[config.mk]
export PLATFORM = sky130hd
export DESIGN_NAME = twowire_mode_detect
export DESIGN_NICKNAME = d
export VERILOG_FILES = /design/src/rtl/twm_pkg.sv /design/src/rtl/twm_datapath.sv /design/src/rtl/twm_control.sv /design/src/rtl/twowire_mode_detect.sv
export SDC_FILE = /design/constraint.sdc
export NUM_CORES = 1
export LEC_CHECK = 0
export BUFFER_PORTS_ARGS = -buffer_cell sky130_fd_sc_hd__buf_2
export CORE_MARGIN = 8
export CORE_UTILIZATION = 55
export DETAILED_ROUTE_END_ITERATION = 12
export GPL_TIMING_DRIVEN = 1
export MAX_ROUTING_LAYER = met4
export PLACE_DENSITY_LB_ADDON = 0.15
export SLEW_MARGIN = 20
export SYNTH_ARGS = -nofsm -noshare
export SYNTH_HDL_FRONTEND = slang
export SYNTH_SLANG_ARGS = --single-unit
[constraint.sdc]
create_clock -name clk -period 4.15 [get_ports clk]
set_clock_uncertainty 0.2 [all_clocks]
set_input_delay 0.415 -clock clk [delete_from_list [all_inputs] [get_ports clk]]
set_output_delay 0.415 -clock clk [all_outputs]
set_load 0.02 [all_outputs]
[src/rtl/twm_pkg.sv]
package twm_pkg;

  typedef enum logic [1:0] {
    MODE_FOUR = 2'd0,
    MODE_ACT  = 2'd1,
    MODE_OSC  = 2'd2
  } linkMode_e;

  // strobes from control to datapath
  typedef struct packed {
    logic clrEsc;    // rising link clock: drop the escape count
    logic startAct;  // restart index and length
    logic stepIdx;   // advance activation index
  } ctrlStrobe_t;

  localparam int PHASE_W = 4;

endpackage

[src/rtl/twm_datapath.sv]
module twm_datapath
  import twm_pkg::*;
#(
  parameter int ESC_W     = 4,
  parameter int SHORT_LEN = 12,
  parameter int LONG_LEN  = 36,
  parameter int EXT_IDX   = 8,
  parameter int EXT_FROM  = 5,
  parameter int IDX_W     = $clog2(LONG_LEN + 2)
) (
  input  logic               clk,
  input  logic               rstN,
  input  logic               tckcIn,
  input  logic               tmscIn,
  input  ctrlStrobe_t        strobe,
  input  logic               actMode,
  output logic               riseEvt,
  output logic [ESC_W-1:0]   escCnt,
  output logic               overrun,
  output logic [IDX_W-1:0]   actIdx,
  output logic [PHASE_W-1:0] actPhase
);

  localparam int ESC_MAX = (1 << ESC_W) - 1;
  localparam int LONG_EDGE [8] = '{9, 14, 17, 19, 24, 26, 28, 33};

  logic             tckcQ;
  logic             tmscQ;
  logic             togEvt;
  logic             longSel;
  logic             longNext;
  logic [IDX_W-1:0] idxNext;

  always_ff @(posedge clk) begin
    if (!rstN) begin
      tckcQ <= 1'b0;
      tmscQ <= 1'b0;
    end else begin
      tckcQ <= tckcIn;
      tmscQ <= tmscIn;
    end
  end

  assign riseEvt = tckcIn & ~tckcQ;
  assign togEvt  = tckcIn & tckcQ & (tmscIn ^ tmscQ);

  // escape transition counter, saturating
  always_ff @(posedge clk) begin
    if (!rstN) begin
      escCnt <= '0;
    end else if (strobe.clrEsc) begin
      escCnt <= '0;
    end else if (togEvt && (escCnt != ESC_W'(ESC_MAX))) begin
      escCnt <= escCnt + 1'b1;
    end
  end

  // next index / length for the current rising edge
  always_comb begin
    idxNext  = (strobe.startAct ? '0 : actIdx) + 1'b1;
    longNext = strobe.startAct ? 1'b0 : longSel;
    if ((int'(idxNext) == EXT_IDX) && !tmscIn) longNext = 1'b1;
    overrun = strobe.stepIdx &&
              (int'(idxNext) > (longNext ? LONG_LEN : SHORT_LEN));
  end

  always_ff @(posedge clk) begin
    if (!rstN) begin
      actIdx  <= '0;
      longSel <= 1'b0;
    end else if (strobe.stepIdx) begin
      actIdx  <= idxNext;
      longSel <= longNext;
    end
  end

  // field decode by index
  always_comb begin
    actPhase = '0;
    if (actMode) begin
      if (int'(actIdx) >= EXT_FROM) actPhase = PHASE_W'(1);
      if (longSel) begin
        for (int k = 0; k < 8; k++) begin
          if (int'(actIdx) >= LONG_EDGE[k]) actPhase = PHASE_W'(k + 2);
        end
      end else if (int'(actIdx) > EXT_IDX) begin
        actPhase = PHASE_W'(9);
      end
    end
  end

  AST_ESC_CLEARED: assert property (@(posedge clk) disable iff (!rstN)
    strobe.clrEsc |=> (escCnt == '0));

  AST_ESC_SATURATE: assert property (@(posedge clk) disable iff (!rstN)
    (escCnt == ESC_W'(ESC_MAX)) && !strobe.clrEsc |=> (escCnt == ESC_W'(ESC_MAX)));

  AST_IDX_HOLD: assert property (@(posedge clk) disable iff (!rstN)
    !strobe.stepIdx |=> $stable(actIdx));

  AST_IDX_BOUND: assert property (@(posedge clk) disable iff (!rstN)
    int'(actIdx) <= LONG_LEN + 1);

  AST_LOW_CLOCK_NO_COUNT: assert property (@(posedge clk) disable iff (!rstN)
    !tckcIn && !strobe.clrEsc |=> $stable(escCnt));

endmodule

[src/rtl/twm_control.sv]
module twm_control
  import twm_pkg::*;
#(
  parameter int ESC_W    = 4,
  parameter int ESC_ACT  = 6,
  parameter int ESC_FOUR = 8
) (
  input  logic             clk,
  input  logic             rstN,
  input  logic             riseEvt,
  input  logic [ESC_W-1:0] escCnt,
  input  logic             overrun,
  output ctrlStrobe_t      strobe,
  output linkMode_e        mode,
  output logic             tapRstPulse,
  output logic             oscPulse
);

  logic      escFour;
  logic      escAct;
  linkMode_e modeEval;

  assign escFour = escCnt >= ESC_W'(ESC_FOUR);
  assign escAct  = escCnt == ESC_W'(ESC_ACT);

  always_comb begin
    modeEval = mode;
    if (escFour)     modeEval = MODE_FOUR;
    else if (escAct) modeEval = MODE_ACT;
  end

  always_comb begin
    strobe.clrEsc   = riseEvt;
    strobe.startAct = riseEvt && escAct && !escFour;
    strobe.stepIdx  = riseEvt && (modeEval == MODE_ACT);
  end

  always_ff @(posedge clk) begin
    if (!rstN) begin
      mode        <= MODE_FOUR;
      tapRstPulse <= 1'b0;
      oscPulse    <= 1'b0;
    end else begin
      tapRstPulse <= riseEvt && overrun;
      oscPulse    <= riseEvt && overrun;
      if (riseEvt) mode <= overrun ? MODE_OSC : modeEval;
    end
  end

  AST_FOUR_ON_LONG_ESC: assert property (@(posedge clk) disable iff (!rstN)
    riseEvt && (escCnt >= ESC_W'(ESC_FOUR)) |=> (mode == MODE_FOUR));

  AST_ACT_ON_SIX: assert property (@(posedge clk) disable iff (!rstN)
    riseEvt && (escCnt == ESC_W'(ESC_ACT)) |=> (mode == MODE_ACT));

  AST_PULSE_ENTRY: assert property (@(posedge clk) disable iff (!rstN)
    oscPulse |-> (mode == MODE_OSC) && ($past(mode) == MODE_ACT));

  AST_PULSE_SINGLE: assert property (@(posedge clk) disable iff (!rstN)
    oscPulse |=> !oscPulse);

  AST_PULSE_PAIR: assert property (@(posedge clk) disable iff (!rstN)
    tapRstPulse == oscPulse);

  AST_MODE_AT_RISE_ONLY: assert property (@(posedge clk) disable iff (!rstN)
    !riseEvt |=> $stable(mode));

endmodule

[src/rtl/twowire_mode_detect.sv]
module twowire_mode_detect
  import twm_pkg::*;
#(
  parameter int ESC_W     = 4,
  parameter int ESC_ACT   = 6,
  parameter int ESC_FOUR  = 8,
  parameter int SHORT_LEN = 12,
  parameter int LONG_LEN  = 36,
  parameter int EXT_IDX   = 8,
  parameter int EXT_FROM  = 5,
  parameter int IDX_W     = $clog2(LONG_LEN + 2)
) (
  input  logic             clk,
  input  logic             rstN,
  input  logic             tckcIn,
  input  logic             tmscIn,
  output logic [1:0]       linkMode,
  output logic [IDX_W-1:0] actIndex,
  output logic [3:0]       actPhase,
  output logic             tapResetPulse,
  output logic             oscanEntryPulse
);

  ctrlStrobe_t        strobe;
  linkMode_e          mode;
  logic               riseEvt;
  logic               overrun;
  logic [ESC_W-1:0]   escCnt;
  logic [PHASE_W-1:0] phase;

  twm_datapath #(
    .ESC_W(ESC_W), .SHORT_LEN(SHORT_LEN), .LONG_LEN(LONG_LEN),
    .EXT_IDX(EXT_IDX), .EXT_FROM(EXT_FROM), .IDX_W(IDX_W)
  ) i_datapath (
    .clk(clk), .rstN(rstN), .tckcIn(tckcIn), .tmscIn(tmscIn),
    .strobe(strobe), .actMode(mode == MODE_ACT),
    .riseEvt(riseEvt), .escCnt(escCnt), .overrun(overrun),
    .actIdx(actIndex), .actPhase(phase)
  );

  twm_control #(
    .ESC_W(ESC_W), .ESC_ACT(ESC_ACT), .ESC_FOUR(ESC_FOUR)
  ) i_control (
    .clk(clk), .rstN(rstN), .riseEvt(riseEvt), .escCnt(escCnt),
    .overrun(overrun), .strobe(strobe), .mode(mode),
    .tapRstPulse(tapResetPulse), .oscPulse(oscanEntryPulse)
  );

  assign linkMode = mode;
  assign actPhase = phase;

endmodule

==> impl_metrics.env <==
export IMPL_outcome="complete, no violations"
export IMPL_ir_drop_mv=0.158
export IMPL_grtUsageTotal=0.152
export IMPL_hp_class="in -> reg"
export IMPL_cts_clk_slew_worst_paths_ns=0.10
export IMPL_period_share=0.846
export IMPL_hpwl_um=1850
export IMPL_ys_ff_latch=16
export IMPL_placed_cell_area_sq_um=1190
export IMPL_wire_per_inst_um=13.9
export IMPL_dieArea_sq_um=3730
export IMPL_insertion_delay_ns=0.30
export IMPL_worstSetupPathType="reg -> reg"
export IMPL_syn_to_final_growth_pct=9.51
export IMPL_finalSetupViolations=0
export IMPL_synth_edf_count=0
export IMPL_drive_gt1_frac=0.190
export IMPL_overflow=0
export IMPL_synthCells=141
export IMPL_antenna_found_initial=0
export IMPL_grt_setup_unrepaired="no"
export IMPL_synth_flop_cell="dfxtp_1"
export IMPL_htreeDepth=1
export IMPL_powerDensity_nw_per_um2=224
export IMPL_switchingPower_uw=62.9
export IMPL_core_area_sq_um=1940
export IMPL_fin_nets=164
export IMPL_grt_pass1_vias=895
export IMPL_async_flop_share=0
export IMPL_start_util=0.576
export IMPL_endpoint_kind="flop"
export IMPL_die_w_um=61.1
export IMPL_drt_vias_per_instance=5.71
export IMPL_cts_buffers=3
export IMPL_switching_share=0.229
export IMPL_io_pins=18
export IMPL_slew_violations=0
export IMPL_synth_nets=151
export IMPL_cp_arrival_ns=3.55
export IMPL_grt_max_degree=16
export IMPL_gp_congestion=0.843
export IMPL_clock_sinks=16
export IMPL_final_area_sq_um=1220
export IMPL_cts_buffer_depth=2
export IMPL_synthDistinctLibCells=42
export IMPL_cts_tree="yes"
export IMPL_p_leak_nw=0.489
export IMPL_crit_fanout=5
export IMPL_post_cts_buffers=0
export IMPL_ys_warnings_count=0
export IMPL_postCtsHoldBufs=0
export IMPL_final_antenna_net_count=0
export IMPL_clock_fmax_ghz=0.285
export IMPL_final_hold_viol_count=0
export IMPL_worstPathRequired_ns=4.19
export IMPL_worst_r2r_path_depth=16
export IMPL_fin_crit_ns=3.51
export IMPL_worstSetupStartpointType="flop"
export IMPL_synth_seq_area_share=0.286
export IMPL_combPwrFrac=0.039
export IMPL_cts_resized=0
export IMPL_syn_area_sq_um=1120
export IMPL_port_buffers=17
export IMPL_cts_root_buf="clkbuf_4"
export IMPL_maxCapViolations=0
export IMPL_tightest_slew_ns=0.539
export IMPL_whs_path_depth=2
export IMPL_route_detailed_drc=0
export IMPL_first_pass_iters=4
export IMPL_vias=1028
export IMPL_n_antenna_cell=0
export IMPL_die_h_um=61.1
export IMPL_relSlewSlack=0.638
export IMPL_drtIter0Drc=37
export IMPL_grt_pass1_wl_um=4200
export IMPL_clkPwrFrac=0.396
export IMPL_n_fill_cell=178
export IMPL_intPower_uw=212
export IMPL_routed_wl_um=2510
export IMPL_rows=16
export IMPL_p_seq_frac=0.566
export IMPL_setup_tns_ns=0
export IMPL_syn_area_per_cell_sq_um=7.93
registers in the layout, summed over array words and instances, names as in the netlist:
signal and count:
i_datapath.tckcQ 1, i_control.mode 2, i_datapath.escCnt 4, i_control.tapRstPulse 1, i_datapath.tmscQ 1, i_datapath.longSel 1, i_datapath.actIdx 6
power groups by stage:
stage / sequential [mW] / combinational [mW] / clock (mW)
floorplan: 0.159 / 0.00708 / 0
CTS: 0.155 / 0.0107 / 0.109
detailed placement: 0.159 / 0.0106 / 0
global route: 0.156 / 0.0117 / 0.116
finish: 0.155 / 0.0107 / 0.109
global placement: 0.159 / 0.0105 / 0
metal layers:
metal / track usage / wire length (um) / vias to the layer above
li1: - / - / 510
met1: 0.200 / 1140 / 477
met2: 0.213 / 1130 / 37
met3: 0.0271 / 177 / 4
met4: 0.0797 / 50 / 0
met5: - / 0 / -
final cells by class:
type,count,area [sq um],share of cell area
sequential,16,320,0.261
tap,27,33.8,0.0276
timing repair buffer,17,85.1,0.0695
multi-input combinational,108,719,0.587
clock buffer,4,36.3,0.0296
inverter,8,30.0,0.0245
synth_stat cells, types with 2 or more instances:
cell | instances | area (sq um)
a211oi_1 | 3 | 22.5
a21oi_1 | 9 | 45.0
a22oi_1 | 2 | 15.0
a31oi_1 | 2 | 12.5
and2_1 | 6 | 37.5
buf_2 | 3 | 15.0
buf_4 | 3 | 22.5
clkbuf_1 | 3 | 11.3
dfxtp_1 | 16 | 320
ha_1 | 6 | 75.1
inv_1 | 8 | 30.0
mux2i_1 | 5 | 50.1
nand2_1 | 9 | 33.8
nand2b_1 | 5 | 31.3
nand4_1 | 2 | 12.5
nor2_1 | 19 | 71.3
nor2b_1 | 2 | 12.5
nor3_1 | 4 | 20.0
o21ai_0 | 7 | 35.0
o22ai_1 | 2 | 12.5
xnor2_1 | 3 | 26.3
xor2_1 | 2 | 17.5
worst paths after layout:
| kind | slack (ns) | to | start |
|---|---|---|---|
| setup / recovery | 0.64 | i_control.mode[0]$_SDFFE_PN0P_ | i_datapath.escCnt[0]$_SDFFE_PP0P_ |
| hold / removal | 0.14 | i_datapath.tckcQ$_SDFF_PN0_ | tckcIn |
| setup reg to reg | 0.64 | i_control.mode[0]$_SDFFE_PN0P_ | i_datapath.escCnt[0]$_SDFFE_PP0P_ |
| hold reg to reg | 0.32 | i_control.mode[1]$_SDFFE_PN0P_ | i_control.mode[1]$_SDFFE_PN0P_ |
cell usage in the layout (no fill, tap or decap), types with 2 or more instances in the layout:
cell | synthesis | final
o22ai_1 | 2 | 2
a31oi_1 | 2 | 2
and2_1 | 6 | 6
nand2b_1 | 5 | 5
xnor2_1 | 3 | 3
a22oi_1 | 2 | 2
nor2_1 | 19 | 19
nor3_1 | 4 | 4
clkbuf_4 | 0 | 3
a211oi_1 | 3 | 3
mux2i_1 | 5 | 5
a21oi_1 | 9 | 9
inv_1 | 8 | 8
xor2_1 | 2 | 2
nor2b_1 | 2 | 2
ha_1 | 6 | 6
dfxtp_1 | 16 | 16
buf_2 | 3 | 17
nand4_1 | 2 | 2
o21ai_0 | 7 | 7
nand2_1 | 9 | 9
critical path, stage by stage, from the launching register on:
cell	delay, ns
dfxtp_1	0.36
inv_1	0.11
ha_1	0.21
nand2_2	0.12
or3_4	0.41
and2_4	0.17
ha_1	0.20
or4b_1	0.16
a21oi_1	0.04
o21ai_1	0.20
inv_1	0.07
ha_1	0.28
and4b_1	0.22
a211oi_1	0.21
a21oi_1	0.12
o221ai_2	0.21
nor2b_1	0.17
metrics by stage:
stage / total power, mW / hold WS, ns / cells / worst slack (ns) / utilization
5_1_grt: 0.284 / 0.149 / 180 / 0.380 / 0.631
3_5_place_dp: 0.170 / 0.307 / 176 / 0.680 / 0.612
6_report: 0.275 / 0.142 / 180 / 0.640 / 0.631
3_3_place_gp: 0.169 / 0.301 / 176 / 0.773 / 0.612
4_1_cts: 0.275 / 0.142 / 180 / 0.644 / 0.631
2_1_floorplan: 0.166 / 0.333 / 141 / 0.971 / -
cell families (layout without fill, tap and decap cells):
group	after synthesis	in the layout	synth area share
compound gates	35	35	0.224
xor+xnor	5	5	0.0392
fa+ha+maj	6	6	0.0671
buf+inv	17	29	0.0705
flops	16	16	0.286
mux	5	5	0.0447
simple gates	57	57	0.268
(Power assumes the default switching activity.)
